[src/rtl/feq_pkg.sv]
package feq_pkg;
  typedef enum logic [2:0] {
    ST_LOAD,
    ST_RANK,
    ST_DIV,
    ST_EMIT,
    ST_FIN
  } feq_state_t;
endpackage

[src/rtl/feq_ranker.sv]
module feq_ranker #(
  parameter int N  = 10,
  parameter int W  = 20,
  parameter int IW = 4
) (
  input  logic          clk,
  input  logic          rst_n,
  input  logic          go,
  input  logic [W-1:0]  a_val,
  input  logic [W-1:0]  b_val,
  output logic [IW-1:0] a_idx,
  output logic [IW-1:0] b_idx,
  input  logic [IW-1:0] rank_sel,
  output logic [IW-1:0] rank_out,
  output logic [W-1:0]  lo,
  output logic [W-1:0]  hi,
  output logic          fin
);
  logic [IW-1:0] rank_q [N];
  logic [IW-1:0] cnt;
  logic          busy;
  logic          b_below;
  logic [IW-1:0] cnt_next;
  logic          row_end;

  // an entry ranks below another if smaller, or equal with a lower index
  always_comb begin
    b_below  = (b_val < a_val) || ((b_val == a_val) && (b_idx < a_idx));
    cnt_next = cnt + IW'(b_below);
    row_end  = (b_idx == IW'(N-1));
  end

  assign rank_out = rank_q[rank_sel];

  always_ff @(posedge clk or negedge rst_n) begin
    if (!rst_n) begin
      busy  <= 1'b0;
      fin   <= 1'b0;
      a_idx <= '0;
      b_idx <= '0;
      cnt   <= '0;
      lo    <= '0;
      hi    <= '0;
      for (int k = 0; k < N; k++) rank_q[k] <= '0;
    end else begin
      fin <= 1'b0;
      if (go) begin
        busy  <= 1'b1;
        a_idx <= '0;
        b_idx <= '0;
        cnt   <= '0;
        lo    <= '1;
        hi    <= '0;
      end else if (busy) begin
        if (b_val < lo) lo <= b_val;
        if (b_val > hi) hi <= b_val;
        if (row_end) begin
          rank_q[a_idx] <= cnt_next;
          cnt   <= '0;
          b_idx <= '0;
          if (a_idx == IW'(N-1)) begin
            busy <= 1'b0;
            fin  <= 1'b1;
          end else begin
            a_idx <= a_idx + 1'b1;
          end
        end else begin
          cnt   <= cnt_next;
          b_idx <= b_idx + 1'b1;
        end
      end
    end
  end

  // a count never exceeds the number of other entries
  a_r5_rank_bound: assert property (@(posedge clk) disable iff (!rst_n)
    busy |-> (cnt <= b_idx));
  // the spread is ordered once ranking has finished
  a_r6_spread_order: assert property (@(posedge clk) disable iff (!rst_n)
    fin |-> (lo <= hi));
endmodule

[src/rtl/feq_divider.sv]
module feq_divider #(
  parameter int OW      = 28,
  parameter int DIVISOR = 9
) (
  input  logic          clk,
  input  logic          rst_n,
  input  logic          go,
  input  logic [OW-1:0] dividend,
  output logic [OW-1:0] quo,
  output logic          fin
);
  localparam int RB = $clog2(DIVISOR + 1);
  localparam int CW = $clog2(OW + 1);
  localparam int PW = OW + RB + 1;

  logic [OW-1:0] sh;
  logic [OW-1:0] orig;
  logic [RB-1:0] rem;
  logic [CW-1:0] cnt;
  logic          busy;
  logic [RB:0]   trial;
  logic          fits;

  always_comb begin
    trial = {rem, sh[OW-1]};
    fits  = (trial >= (RB+1)'(DIVISOR));
  end

  always_ff @(posedge clk or negedge rst_n) begin
    if (!rst_n) begin
      busy <= 1'b0;
      fin  <= 1'b0;
      sh   <= '0;
      orig <= '0;
      rem  <= '0;
      cnt  <= '0;
      quo  <= '0;
    end else begin
      fin <= 1'b0;
      if (go) begin
        busy <= 1'b1;
        sh   <= dividend;
        orig <= dividend;
        rem  <= '0;
        cnt  <= '0;
        quo  <= '0;
      end else if (busy) begin
        rem <= fits ? RB'(trial - (RB+1)'(DIVISOR)) : RB'(trial);
        quo <= {quo[OW-2:0], fits};
        sh  <= {sh[OW-2:0], 1'b0};
        cnt <= cnt + 1'b1;
        if (cnt == CW'(OW-1)) begin
          busy <= 1'b0;
          fin  <= 1'b1;
        end
      end
    end
  end

  // the quotient is the floor of dividend / DIVISOR
  a_r6_floor_quotient: assert property (@(posedge clk) disable iff (!rst_n)
    fin |-> ((PW'(quo) * PW'(DIVISOR) <= PW'(orig)) &&
             (PW'(orig) - PW'(quo) * PW'(DIVISOR) < PW'(DIVISOR))));
endmodule

[src/rtl/freq_equalizer.sv]
module freq_equalizer #(
  parameter int N    = 10,
  parameter int W    = 20,
  parameter int FRAC = 8
) (
  input  logic                      clk,
  input  logic                      rst_n,
  input  logic                      in_valid,
  output logic                      in_ready,
  input  logic [$clog2(N)-1:0]      in_idx,
  input  logic [W-1:0]              in_val,
  input  logic                      start,
  output logic                      out_valid,
  output logic [$clog2(N)-1:0]      out_idx,
  output logic [W+FRAC-1:0]         out_val,
  output logic                      done
);
  import feq_pkg::*;

  localparam int IW = $clog2(N);
  localparam int OW = W + FRAC;

  feq_state_t    state;
  logic [W-1:0]  vals [N];
  logic [IW-1:0] emit_k;

  logic [IW-1:0] rk_a_idx, rk_b_idx, rk_rank;
  logic [W-1:0]  rk_lo, rk_hi;
  logic          rk_go, rk_fin;
  logic          dv_go, dv_fin;
  logic [OW-1:0] dv_quo;
  logic [OW-1:0] spread_fx;
  logic          take_in;

  function automatic logic [OW-1:0] level_of(input logic [W-1:0]  base,
                                             input logic [IW-1:0] rnk,
                                             input logic [OW-1:0] st);
    return (OW'(base) << FRAC) + OW'(rnk) * st;
  endfunction

  assign in_ready  = (state == ST_LOAD);
  assign take_in   = in_valid && in_ready && (in_idx < IW'(N));
  assign rk_go     = (state == ST_LOAD) && start;
  assign dv_go     = rk_fin;
  assign spread_fx = OW'(rk_hi - rk_lo) << FRAC;

  feq_ranker #(.N(N), .W(W), .IW(IW)) u_rank (
    .clk(clk), .rst_n(rst_n), .go(rk_go),
    .a_val(vals[rk_a_idx]), .b_val(vals[rk_b_idx]),
    .a_idx(rk_a_idx), .b_idx(rk_b_idx),
    .rank_sel(emit_k), .rank_out(rk_rank),
    .lo(rk_lo), .hi(rk_hi), .fin(rk_fin)
  );

  feq_divider #(.OW(OW), .DIVISOR(N-1)) u_div (
    .clk(clk), .rst_n(rst_n), .go(dv_go),
    .dividend(spread_fx), .quo(dv_quo), .fin(dv_fin)
  );

  always_ff @(posedge clk or negedge rst_n) begin
    if (!rst_n) begin
      for (int k = 0; k < N; k++) vals[k] <= '0;
    end else if (take_in) begin
      vals[in_idx] <= in_val;
    end
  end

  always_ff @(posedge clk or negedge rst_n) begin
    if (!rst_n) begin
      state     <= ST_LOAD;
      emit_k    <= '0;
      out_valid <= 1'b0;
      out_idx   <= '0;
      out_val   <= '0;
      done      <= 1'b0;
    end else begin
      done <= 1'b0;
      case (state)
        ST_LOAD: begin
          out_valid <= 1'b0;
          if (start) state <= ST_RANK;
        end
        ST_RANK: if (rk_fin) state <= ST_DIV;
        ST_DIV: begin
          if (dv_fin) begin
            state  <= ST_EMIT;
            emit_k <= '0;
          end
        end
        ST_EMIT: begin
          out_valid <= 1'b1;
          out_idx   <= emit_k;
          out_val   <= level_of(rk_lo, rk_rank, dv_quo);
          if (emit_k == IW'(N-1)) state <= ST_FIN;
          else emit_k <= emit_k + 1'b1;
        end
        ST_FIN: begin
          out_valid <= 1'b0;
          done      <= 1'b1;
          state     <= ST_LOAD;
        end
        default: state <= ST_LOAD;
      endcase
    end
  end

  // no count is accepted while levels are being produced
  a_r3_no_load_while_out: assert property (@(posedge clk) disable iff (!rst_n)
    out_valid |-> !in_ready);
  // no level exceeds the scaled maximum input
  a_r8_no_overflow: assert property (@(posedge clk) disable iff (!rst_n)
    out_valid |-> (out_val <= (OW'(rk_hi) << FRAC)));
  // indices advance by one on back-to-back outputs
  a_r10_idx_step: assert property (@(posedge clk) disable iff (!rst_n)
    (out_valid && $past(out_valid)) |-> (out_idx == $past(out_idx) + 1'b1));
  // done follows directly on the last index
  a_r10_done_last: assert property (@(posedge clk) disable iff (!rst_n)
    $rose(done) |-> ($past(out_valid) && ($past(out_idx) == IW'(N-1)) && !out_valid));
endmodule

[config.mk]
export PLATFORM = sky130hd
export DESIGN_NAME = freq_equalizer
export DESIGN_NICKNAME = d
export VERILOG_FILES = /design/src/rtl/feq_pkg.sv /design/src/rtl/feq_ranker.sv /design/src/rtl/feq_divider.sv /design/src/rtl/freq_equalizer.sv
export SDC_FILE = /design/constraint.sdc
export NUM_CORES = 1
export LEC_CHECK = 0
export CAP_MARGIN = 20
export CORE_ASPECT_RATIO = 0.75
export CORE_MARGIN = 8
export CORE_UTILIZATION = 45
export DETAILED_ROUTE_END_ITERATION = 12
export GPL_TIMING_DRIVEN = 0
export PLACE_DENSITY = 0.63
export SYNTH_ARGS = -nofsm -noshare
export SYNTH_HDL_FRONTEND = slang
export SYNTH_SLANG_ARGS = --single-unit
[constraint.sdc]
create_clock -name clk -period 8.9 [get_ports clk]
set_input_delay 2.67 -clock clk [delete_from_list [all_inputs] [get_ports clk]]
set_output_delay 2.67 -clock clk [all_outputs]
set_load 0.05 [all_outputs]
==> results of run 1 <==
-- layout make-up --
class	count	area share (%)
Inverter	117	1.60
Sequential cell	394	35.8
Multi-Input combinational cell	1518	50.4
Clock buffer	60	4.39
Tap cell	722	3.28
Timing Repair Buffer	46	1.87
Clock inverter	14	0.541
Buffer	133	2.06
-- registers in the layout, indices dropped and copies added (netlist names), 5 cells and up --
name / flops
u_div.cnt: 5
u_div.sh: 20
u_rank.rank_q: 40
out_val: 28
u_rank.hi: 20
vals: 200
u_div.quo: 28
u_rank.lo: 20
-- critical path, stage by stage, from the launching register on --
cell,delay (ps)
dfrtp_1,410
buf_6,150
mux4_1,380
mux2i_1,110
o21ai_1,660
clkbuf_1,520
and2_1,240
fa_1,440
fa_1,560
inv_1,50
fa_1,500
inv_1,50
ha_1,350
and3_1,230
and3_1,180
a21oi_1,310
a21oi_1,210
a31oi_1,350
o2111ai_1,180
a21oi_1,200
xor2_1,190
o21ai_0,90
-- layer usage --
| layer | up-vias | global-route usage (%) | routed length (um) |
|---|---|---|---|
| li1 | 7873 | - | - |
| met1 | 8841 | 29.5 | 30200 |
| met2 | 411 | 32.4 | 29100 |
| met3 | 92 | 2.97 | 3130 |
| met4 | 2 | 5.13 | 1200 |
| met5 | - | 0 | 16 |
-- cell families after synthesis --
group / after synthesis / share of synthesized area (%)
and+or+nand+nor: 495 / 9.67
muxes: 431 / 23.3
DFF: 394 / 39.9
AOI/OAI and AO/OA: 344 / 9.17
buffers and inverters: 250 / 4.07
adders and majority gates: 196 / 12.0
xor gates and xnor gates: 52 / 1.90
-- power groups by stage --
stage / sequential (mW) / combinational (mW) / clock (mW)
floorplan: 2.46 / 3.28 / 0
global placement: 2.49 / 4.39 / 0
detailed placement: 2.51 / 4.49 / 0
CTS: 2.48 / 4.51 / 1.79
global route: 2.53 / 4.94 / 1.87
finish: 2.49 / 4.51 / 1.76
-- metrics by stage --
step | total power, mW | hold slack, ps
after CTS | 8.78 | 482
after detailed placement | 7.00 | 468
after floorplan | 5.74 | 442
final | 8.75 | 472
after global routing | 9.35 | 499
after global placement | 6.88 | 455
-- worst max path at each step --
stage,start,end,slack (ps),cells past startpoint
after global routing,emit_k[1],out_val[26],2060,21
after detailed placement,emit_k[1],out_val[26],2420,21
final,emit_k[0],out_val[26],2360,21
after CTS,emit_k[1],out_val[26],2410,21
after floorplan,emit_k[1],out_val[26],3580,21
after global placement,rst_n,vals[134],-12170,1
-- cell usage in the layout (no fill, tap or decap), drive strengths merged, types with 21 or more instances in the layout --
| cell | instances |
|---|---|
| mux4 | 88 |
| mux2i | 71 |
| a22o | 21 |
| buf | 63 |
| nand2b | 22 |
| nor2 | 111 |
| a21o | 28 |
| dfrtp | 394 |
| o21ai | 118 |
| inv | 117 |
| o211ai | 23 |
| a21oi | 62 |
| mux2 | 272 |
| nand2 | 169 |
| a22oi | 40 |
| clkdlybuf4s50 | 41 |
| and2 | 93 |
| ha | 127 |
| xor2 | 21 |
| clkbuf | 135 |
| xnor2 | 30 |
| fa | 69 |
-- cell usage after synthesis, types with 17 or more instances --
library cell  count
and2_1           93
nand3_1          17
nand2b_1         22
dfrtp_1         394
buf_1            27
xor2_1           21
xnor2_1          30
buf_2            27
a21oi_1          61
inv_1           116
fa_1             69
o21ai_0         112
mux2i_1          71
nor2b_1          19
a22oi_1          40
mux4_2           86
nor2_1          111
a21o_1           28
clkbuf_1         74
mux2_2          271
ha_1            127
nand2_1         168
a22o_1           21
==> key figures, run 1 <==
Run status
  – Status: finished, final reports clean

Floorplan
  – # IOs: 63
  – Total core area: 54300 um^2
  – Die area: 62800 um^2
  – Initial cell density of the core: 45.5%
  – Die Span X: 287 um
  – Die Ht: 219 um
  – Rows: 74

Routing
  – Routed wire length per instance: 21.2 um
  – Antenna viol nets, final: 0
  – Detailed Route WL: 63700 um
  – Vias per inst: 5.73
  – Number of DRC markers in iteration 0: 1127
  – Vias: 17200
  – Drt pass-1 iters: 5
  – DRC: 0

Finish
  – Final Cell Area: 27500 um^2
  – Layout area overhead: 11.2%
  – Register area: 9860 um^2
  – Finished Core Util: 50.6%
  – Fill cell count: 4798
  – Diodes inserted: 0
  – Final Net Count: 2475
  – Final non-filler cell total: 3004
  – Multi-input gate area: 13900 um^2
  – Share of cells above drive strength 1: 21.1%

Setup path
  – Reg2reg start: emit_k[0]
  – R2R Setup Slk: 2360 ps
  – Arr. time, crit path: 6970 ps
  – Crit path capture type: flip-flop
  – Startpoint types: flip-flop
  – Reg2reg path depth: 21
  – CP required: 9330 ps
  – Max FO, Critical Path: 10
  – Setup CP Type: flip-flop to flip-flop
  – Crit Reg-Reg Endpoint: out_val[26]

CTS
  – TritonCTS clock tree: yes
  – Setup Fix Bufs, Post-CTS: 0
  – Reg clk slew, reported paths: 60 ps
  – Total CTS buffers: 41
  – Hold_buf cts: 0
  – Worst skew pair latency: 580 ps
  – H-tree levels: 2
  – Root buf cell: clkbuf_16
  – Clock Sinks: 394
  – Resized Gates After CTS: 0
  – Maximum clock path buffer count: 3

Timing
  – Final setup TNS: 0 ps
  – Final setup fails: 0
  – Final Skew: 19.7 ps
  – Final hold viol count: 0
  – Slew @ Worst Pin: 1200 ps
  – Max Slew Vio Count: 0
  – Worst slew margin: 19.5%
  – Max Clk Rate: 153 MHz
  – Final min period: 6540 ps
  – RSZ-0062 raised after global routing: false
  – Final setup margin: 2360 ps
  – Period utilization: 73.5%

Place
  – Global placement routability congestion: 0.833
  – DP HPWL: 47100 um
  – Area post-placement: 26100 um^2
  – Port Buf Inserts: 42
  – Placed Cells: 2929
  – Place WS: 2420 ps

Worst hold path
  – Hold Crit Depth: 2
  – Hold EP: u_rank.rank_q[19]
  – Class of the worst hold path: flip-flop to flip-flop
  – Hold Startpoint: u_rank.rank_q[19]

Pwr
  – Comb power frac: 51.5%
  – Switching Share: 41.9%
  – Sw power: 3.67 mW
  – Clock share of power: 20.1%
  – Pint: 5.09 mW
  – PD cells: 318 nW/um^2
  – Peak supply drop: 0.331 mV
  – Static Leak: 12.9 nW
  – Sequential Power Share: 28.4%

Synth
  – Prevailing post-synth register cell: dfrtp_1
  – EDFF count, synth: 0
  – Post-Syn Area: 24700 um^2
  – Sequential area share after synthesis: 39.9%
  – Main area contributors after synthesis: dfrtp_1, mux2_2, mux4_2, ha_1, fa_1
  – Register bit count reported by yosys: 394
  – Post-synth cell types: 70
  – Syn nets: 2386
  – Area share of the largest cell type after synthesis: 39.9%
  – Fraction of registers with async set/reset: 100%
  – Yosys top cell by area: dfrtp_1
  – Yosys warnings: 0
  – Mean Syn Cell Area: 11.4 um^2
  – Post-Syn Instances: 2162

Flow run
  – Max-Cap Viols: 0

Global routing
  – Initial antenna violation count: 1
  – Pin count of the biggest net entering global routing: 110
  – Global route total overflow: 0
  – First-pass GRT wire length: 102000 um
  – All-Layer GR Usage: 20.5%
  – Number of global-route vias before repair: 17900
No activity file was read; power rests on OpenSTA's default activity.
==> run 2, diff against run 1 <==
- PLACE_DENSITY: 0.63 -> 0.65
- clock period: 8.9 -> 5.45 ns (I/O delays scaled with it)
==> key figures, run 2 (synthesized netlist as in run 1, its figures left out) <==
Place
  – Port Buf Inserts: 42 (unchanged)
  – Area post-placement: 26100 um^2 (unchanged)
  – DP HPWL: 46800 um (was 47100 um)
  – Global placement routability congestion: 0.838 (was 0.833)

Floorplan
  – Rows: 74 (unchanged)
  – Die area: 62800 um^2 (unchanged)
  – # IOs: 63 (unchanged)
  – Total core area: 54300 um^2 (unchanged)
  – Die Span X: 287 um (unchanged)
  – Initial cell density of the core: 45.5% (unchanged)
  – Die Ht: 219 um (unchanged)

Routing
  – Drt pass-1 iters: 5 (unchanged)
  – Vias per inst: 5.75 (was 5.73)
  – DRC: 0 (unchanged)
  – Routed wire length per instance: 21.2 um (about the same)
  – Vias: 17400 (was 17200)
  – Detailed Route WL: 64300 um (was 63700 um)
  – Antenna viol nets, final: 0 (unchanged)
  – Number of DRC markers in iteration 0: 1181 (was 1127)

CTS
  – Reg clk slew, reported paths: 60 ps (about the same)
  – H-tree levels: 2 (unchanged)
  – TritonCTS clock tree: yes (unchanged)
  – Maximum clock path buffer count: 3 (unchanged)
  – Total CTS buffers: 43 (was 41)
  – Root buf cell: clkbuf_16 (unchanged)
  – Worst skew pair latency: 600 ps (was 580 ps)
  – Clock Sinks: 394 (unchanged)
  – Hold_buf cts: 0 (unchanged)

Global routing
  – Initial antenna violation count: 1 (unchanged)
  – Pin count of the biggest net entering global routing: 120 (was 110)
  – Number of global-route vias before repair: 18000 (was 17900)
  – First-pass GRT wire length: 102000 um (about the same)
  – All-Layer GR Usage: 20.3% (was 20.5%)
  – Global route total overflow: 0 (unchanged)

Finish
  – Final Cell Area: 28200 um^2 (was 27500 um^2)
  – Biggest regs: vals: 200 flops, u_rank.rank_q: 40 flops (unchanged)
  – Layout area overhead: 14.2% (was 11.2%)
  – Share of cells above drive strength 1: 25.0% (was 21.1%)
  – Most flops, register: vals (unchanged)
  – Final Net Count: 2503 (was 2475)
  – Commonest cells after routing, fill and taps aside: dfrtp_1, mux2_2, nand2_1 (unchanged)
  – Number of flip-flops in the largest register: 200 (unchanged)
  – Most common cell after layout, fill and taps aside: dfrtp_1 (unchanged)
  – Diodes inserted: 0 (unchanged)
  – Finished Core Util: 52.0% (was 50.6%)

Pwr
  – Peak supply drop: 0.377 mV (was 0.331 mV)
  – Static Leak: 13.1 nW (was 12.9 nW)
  – PD cells: 520 nW/um^2 (was 318 nW/um^2)

Setup path
  – CP max stage cell: fa_1 (was o21ai_1)
  – CP Launch Point: emit_k[0] (unchanged)
  – CP required: 5920 ps (was 9330 ps)
  – Critical Path Max Stage Delay: 610 ps (was 660 ps)
  – Cell family with most CP delay: adder cells (was compound AO/OA/AOI/OAI gates)
  – Crit Reg-Reg Endpoint: out_val[25] (was out_val[26])
  – Setup CP Type: flip-flop to flip-flop (unchanged)
  – R2R Setup Slk: 100 ps (was 2360 ps)
  – WP buf/inv: 2 (was 4)
  – Setup crit end: out_val[25] (was out_val[26])
  – CP Cell Sequence: buf_6, mux4_2, mux2i_4, o21ai_4, buf_4, and2_1, fa_1, fa_1, ha_4, ha_4, nor2b_1, o31a_1, o31a_1, o21ai_4, a21oi_4, o2111ai_2, nand2_1, xor2_1, mux2_2 (was buf_6, mux4_1, mux2i_1, o21ai_1, clkbuf_1, and2_1, fa_1, fa_1, inv_1, fa_1, inv_1, ha_1, and3_1, and3_1, a21oi_1, a21oi_1, a31oi_1, o2111ai_1, a21oi_1, xor2_1, o21ai_0)
  – Max FO, Critical Path: 5 (was 10)
  – Arr. time, crit path: 5810 ps (was 6970 ps)
  – WP depth: 19 (was 21)
  – Reg2reg start: emit_k[0] (unchanged)
  – Startpoint types: flip-flop (unchanged)
  – Reg2reg path depth: 19 (was 21)
  – Crit path capture type: flip-flop (unchanged)

Timing
  – Max Clk Rate: 187 MHz (was 153 MHz)
  – Final hold viol count: 0 (unchanged)
  – Slew @ Worst Pin: 1100 ps (was 1200 ps)
  – Period utilization: 98.1% (was 73.5%)
  – Final min period: 5350 ps (was 6540 ps)
  – Final setup fails: 0 (unchanged)
  – Worst slew margin: 25.7% (was 19.5%)
  – Final Skew: 28.0 ps (was 19.7 ps)
  – Max Slew Vio Count: 0 (unchanged)
  – Final setup TNS: 0 ps (unchanged)

Flow run
  – Max-Cap Viols: 0 (unchanged)

Run status
  – Status: finished, final reports clean (unchanged)

Worst hold path
  – Class of the worst hold path: flip-flop to flip-flop (unchanged)
## run 2: routing by layer
metal / GRT usage (%) / wire length, um
met1: 28.5 / 29700
met2: 32.5 / 29400
met3: 3.68 / 3580
met4: 5.61 / 1650
met5: 0 / 15
## run 2: area by class of cell
class                           instances  area, um^2
Fill cell                            4660       26100
Timing Repair Buffer                   73         746
Multi-Input combinational cell       1518       14200
Clock buffer                           63        1260
Sequential cell                       394        9860
Buffer                                132         679
Tap cell                              722         903
Inverter                              117         439
Clock inverter                         12         125
## run 2: worst reg2reg max path, stage by stage (launching register included)
cell and delay (ps):
dfrtp_1 370, buf_6 140, mux4_2 530, mux2i_4 220
o21ai_4 150, buf_4 180, and2_1 160, fa_1 500
fa_1 610, ha_4 230, ha_4 250, nor2b_1 140
o31a_1 310, o31a_1 330, o21ai_4 250, a21oi_4 100
o2111ai_2 230, nand2_1 100, xor2_1 150, mux2_2 260
## run 2: metrics by stage
stage / std cells / hold WS (ps) / power, mW / worst slack [ps]
6_report: 3031 / 479 / 14.7 / 103
5_1_grt: 3031 / 507 / 15.6 / -68.6
4_1_cts: 3021 / 482 / 14.6 / -0.300
3_5_place_dp: 2929 / 468 / 11.4 / -894
3_3_place_gp: 2926 / 457 / 11.2 / -14430
2_1_floorplan: 2162 / 442 / 9.38 / 128
## run 2: how the worst min path moves through the flow
stage                            startpoint                 to  cells past startpoint
final                            out_val[9]         out_val[9]                      2
after global routing      u_rank.rank_q[14]  u_rank.rank_q[14]                      2
after CTS                 u_rank.rank_q[14]  u_rank.rank_q[14]                      2
after detailed placement  u_rank.rank_q[14]  u_rank.rank_q[14]                      2
after global placement    u_rank.rank_q[26]  u_rank.rank_q[26]                      2
after floorplan           u_rank.rank_q[19]  u_rank.rank_q[19]                      2
## run 2: repair_timing
action	CTS	global route
setup endpoints to repair	61	52
buffers inserted	17	10
pin swaps	14	32
endpoints found under the hold margin	0	0
gates resized for setup	70	76
cloned	0	1
## run 2: power by group
part,leakage (nW),switching (mW),internal (mW)
Combinational,7.05,4.36,3.35
Clock,0.686,1.25,1.66
Sequential,5.38,0.513,3.56
Total,13.1,6.13,8.57
==> run 3, diff against run 2 <==
- ABC_AREA: unset -> 1
- CORE_ASPECT_RATIO: 0.75 -> 0.6
==> key figures, run 3 <==
Global routing
  – All-Layer GR Usage: 26.1% (was 20.3%)
  – First-pass GRT wire length: 130000 um (was 102000 um)
  – Pin count of the biggest net entering global routing: 116 (was 120)
  – Initial antenna violation count: 2 (was 1)
  – Number of global-route vias before repair: 21500 (was 18000)
  – Global route total overflow: 0 (unchanged)

CTS
  – Worst skew pair latency: 580 ps (was 600 ps)
  – Total CTS buffers: 43 (unchanged)
  – Root buf cell: clkbuf_16 (unchanged)
  – Clock Sinks: 394 (unchanged)
  – Maximum clock path buffer count: 3 (unchanged)
  – Hold_buf cts: 0 (unchanged)
  – TritonCTS clock tree: yes (unchanged)
  – H-tree levels: 2 (unchanged)
  – Reg clk slew, reported paths: 60 ps (about the same)

Timing
  – Max Slew Vio Count: 0 (unchanged)
  – Period utilization: 96.4% (was 98.1%)
  – Final Skew: 23.2 ps (was 28.0 ps)
  – Final min period: 5250 ps (was 5350 ps)
  – Worst slew margin: 37.0% (was 25.7%)
  – Final hold viol count: 0 (unchanged)
  – Max Clk Rate: 190 MHz (was 187 MHz)
  – Slew @ Worst Pin: 946 ps (was 1100 ps)
  – Final setup fails: 0 (unchanged)

Setup path
  – Max FO, Critical Path: 10 (was 5)
  – Startpoint types: flip-flop (unchanged)
  – Arr. time, crit path: 5710 ps (was 5810 ps)
  – CP required: 5910 ps (was 5920 ps)
  – Setup CP Type: flip-flop to flip-flop (unchanged)
  – Crit path capture type: flip-flop (unchanged)

Synth
  – Yosys top cell by area: dfrtp_1 (unchanged)
  – Yosys warnings: 0 (unchanged)
  – Top-count cell post-synth: nand2_1 (was dfrtp_1)
  – Post-Syn Instances: 3214 (was 2162)
  – Area share of the largest cell type after synthesis: 39.4% (was 39.9%)
  – Post-synth cell types: 55 (was 70)
  – Syn nets: 3438 (was 2386)
  – Fraction of registers with async set/reset: 100% (unchanged)
  – Main area contributors after synthesis: dfrtp_1, o21ai_0, nand2_1, ha_1, fa_1 (was dfrtp_1, mux2_2, mux4_2, ha_1, fa_1)
  – Top cells by count, synth: nand2_1, o21ai_0, dfrtp_1 (was dfrtp_1, mux2_2, nand2_1)
  – Mean Syn Cell Area: 7.79 um^2 (was 11.4 um^2)
  – Register bit count reported by yosys: 394 (unchanged)
  – Prevailing post-synth register cell: dfrtp_1 (unchanged)
  – EDFF count, synth: 0 (unchanged)
  – Post-Syn Area: 25000 um^2 (was 24700 um^2)
  – Sequential area share after synthesis: 39.4% (was 39.9%)

Routing
  – DRC: 0 (unchanged)
  – Vias: 23600 (was 17400)
  – Number of DRC markers in iteration 0: 3544 (was 1181)
  – Antenna viol nets, final: 0 (unchanged)
  – Detailed Route WL: 84000 um (was 64300 um)
  – Vias per inst: 5.72 (was 5.75)
  – Drt pass-1 iters: 8 (was 5)
  – Routed wire length per instance: 20.4 um (was 21.2 um)

Worst hold path
  – Class of the worst hold path: flip-flop to flip-flop (unchanged)

Floorplan
  – Total core area: 55400 um^2 (was 54300 um^2)
  – Die Ht: 199 um (was 219 um)
  – Die Span X: 321 um (was 287 um)
  – Initial cell density of the core: 45.2% (was 45.5%)
  – # IOs: 63 (unchanged)
  – Rows: 67 (was 74)
  – Die area: 63700 um^2 (was 62800 um^2)

Finish
  – Diodes inserted: 0 (unchanged)
  – Share of cells above drive strength 1: 6.20% (was 25.0%)
  – Final Net Count: 3553 (was 2503)
  – Commonest cells after routing, fill and taps aside: nand2_1, o21ai_0, dfrtp_1 (was dfrtp_1, mux2_2, nand2_1)
  – Number of flip-flops in the largest register: 200 (unchanged)
  – Final Cell Area: 28400 um^2 (was 28200 um^2)
  – Most flops, register: vals (unchanged)
  – Finished Core Util: 51.3% (was 52.0%)
  – Layout area overhead: 13.4% (was 14.2%)
  – Most common cell after layout, fill and taps aside: nand2_1 (was dfrtp_1)
  – Biggest regs: vals: 200 flops, u_rank.rank_q: 40 flops (unchanged)

Pwr
  – Peak supply drop: 0.349 mV (was 0.377 mV)
  – PD cells: 586 nW/um^2 (was 520 nW/um^2)
  – Static Leak: 13.1 nW (about the same)

Run status
  – Status: finished, final reports clean (unchanged)

Flow run
  – Max-Cap Viols: 0 (unchanged)

Place
  – Area post-placement: 26700 um^2 (was 26100 um^2)
  – Port Buf Inserts: 62 (was 42)
  – DP HPWL: 64700 um (was 46800 um)
  – Global placement routability congestion: 0.984 (was 0.838)
## run 3: changes by cell type after synthesis, sizes merged, moves of 40 or more
cell   before  now
a22oi      40    0
inv       116  359
nand2     169  647
and2       93    2
mux2i      71    0
o21ai     118  605
nor2      111  262
a21oi      62  190
nand3      17  142
mux4       88    0
mux2      272    0
## run 3: worst paths after layout
kind | from | to | slack (ps) | cells past startpoint
worst min-delay path | out_val[2] | out_val[2] | 480 | 2
worst max-delay path | emit_k[0] | out_val[19] | 200 | 27
max in group asynchronous | rst_n | out_val[16] | 2870 | 3
worst min register to register | out_val[2] | out_val[2] | 480 | 2
worst max register to register | emit_k[0] | out_val[19] | 200 | 27
min in group asynchronous | rst_n | vals[94] | 1090 | 1
## run 3: area by class of cell
cell class              count  area, um^2
plain buffers             164         756
clock buffers              59        1230
clock inverters            14         250
fillers                  5378       27000
inverters                 363        1370
multi-input cells        2293       13300
flip-flops and latches    394        9860
well taps                 759         950
repair buffers             70         746
## run 3: logic make-up (layout without fill, tap and decap cells)
logic type	after synthesis	count (layout)	share of synthesized area [%]
compound gates	944	944	20.4
fa+ha+maj	196	196	11.9
buf+inv	527	670	8.29
simple gates	1123	1123	19.0
xor+xnor	30	30	1.05
flops	394	394	39.4
## run 3: report_power, final
part           total [mW]  switching (mW)  internal [mW]
combinational        9.43            6.59           2.84
clock                3.17            1.27           1.90
sequential           4.05           0.459           3.59
## run 3: worst max-delay path: stages, from the launching register on
cell and delay [ps]:
dfrtp_1 400, buf_6 170, inv_4 70, buf_6 140, nand2_1 50, nand3_1 70
nand3_1 110, nand3_2 130, nand2_4 120, buf_4 190, nand2_1 120, fa_1 510
fa_1 550, inv_1 50, ha_1 300, ha_1 250, inv_1 100, fa_1 460
nor3_1 230, nor2_1 110, o21bai_2 230, a21oi_2 120, o21ai_2 230, nand2_1 140
nand2_1 90, nand2_1 40, nand3_1 70, nand2_1 60
## run 3: timing repair
item,in CTS,in global routing
setup endpoints to repair,22,50
pin swaps,0,9
resized for setup,21,53
setup buffers,0,5
## run 3: through the flow
| step | cells | hold WS (ps) | setup TNS (ps) | worst slack [ps] | power, mW |
|---|---|---|---|---|---|
| finish | 4116 | 477 | 0 | 199 | 16.6 |
| global route | 4116 | 501 | -3.67 | -3.67 | 17.7 |
| CTS | 4111 | 482 | 0 | 24.3 | 16.2 |
| detailed placement | 4038 | 458 | -3250 | -524 | 12.9 |
| global placement | 4035 | 452 | -6048230 | -15390 | 12.9 |
| floorplan | 3214 | 439 | 0 | 790 | 9.85 |
## run 3: routing by layer
| layer | track usage [%] | vias up | wire [um] |
|---|---|---|---|
| met5 | 0 | - | 0 |
| met4 | 4.23 | 0 | 1020 |
| met3 | 8.51 | 90 | 11700 |
| met2 | 31.7 | 1264 | 29800 |
| met1 | 43.2 | 11300 | 41400 |
| li1 | - | 10900 | - |
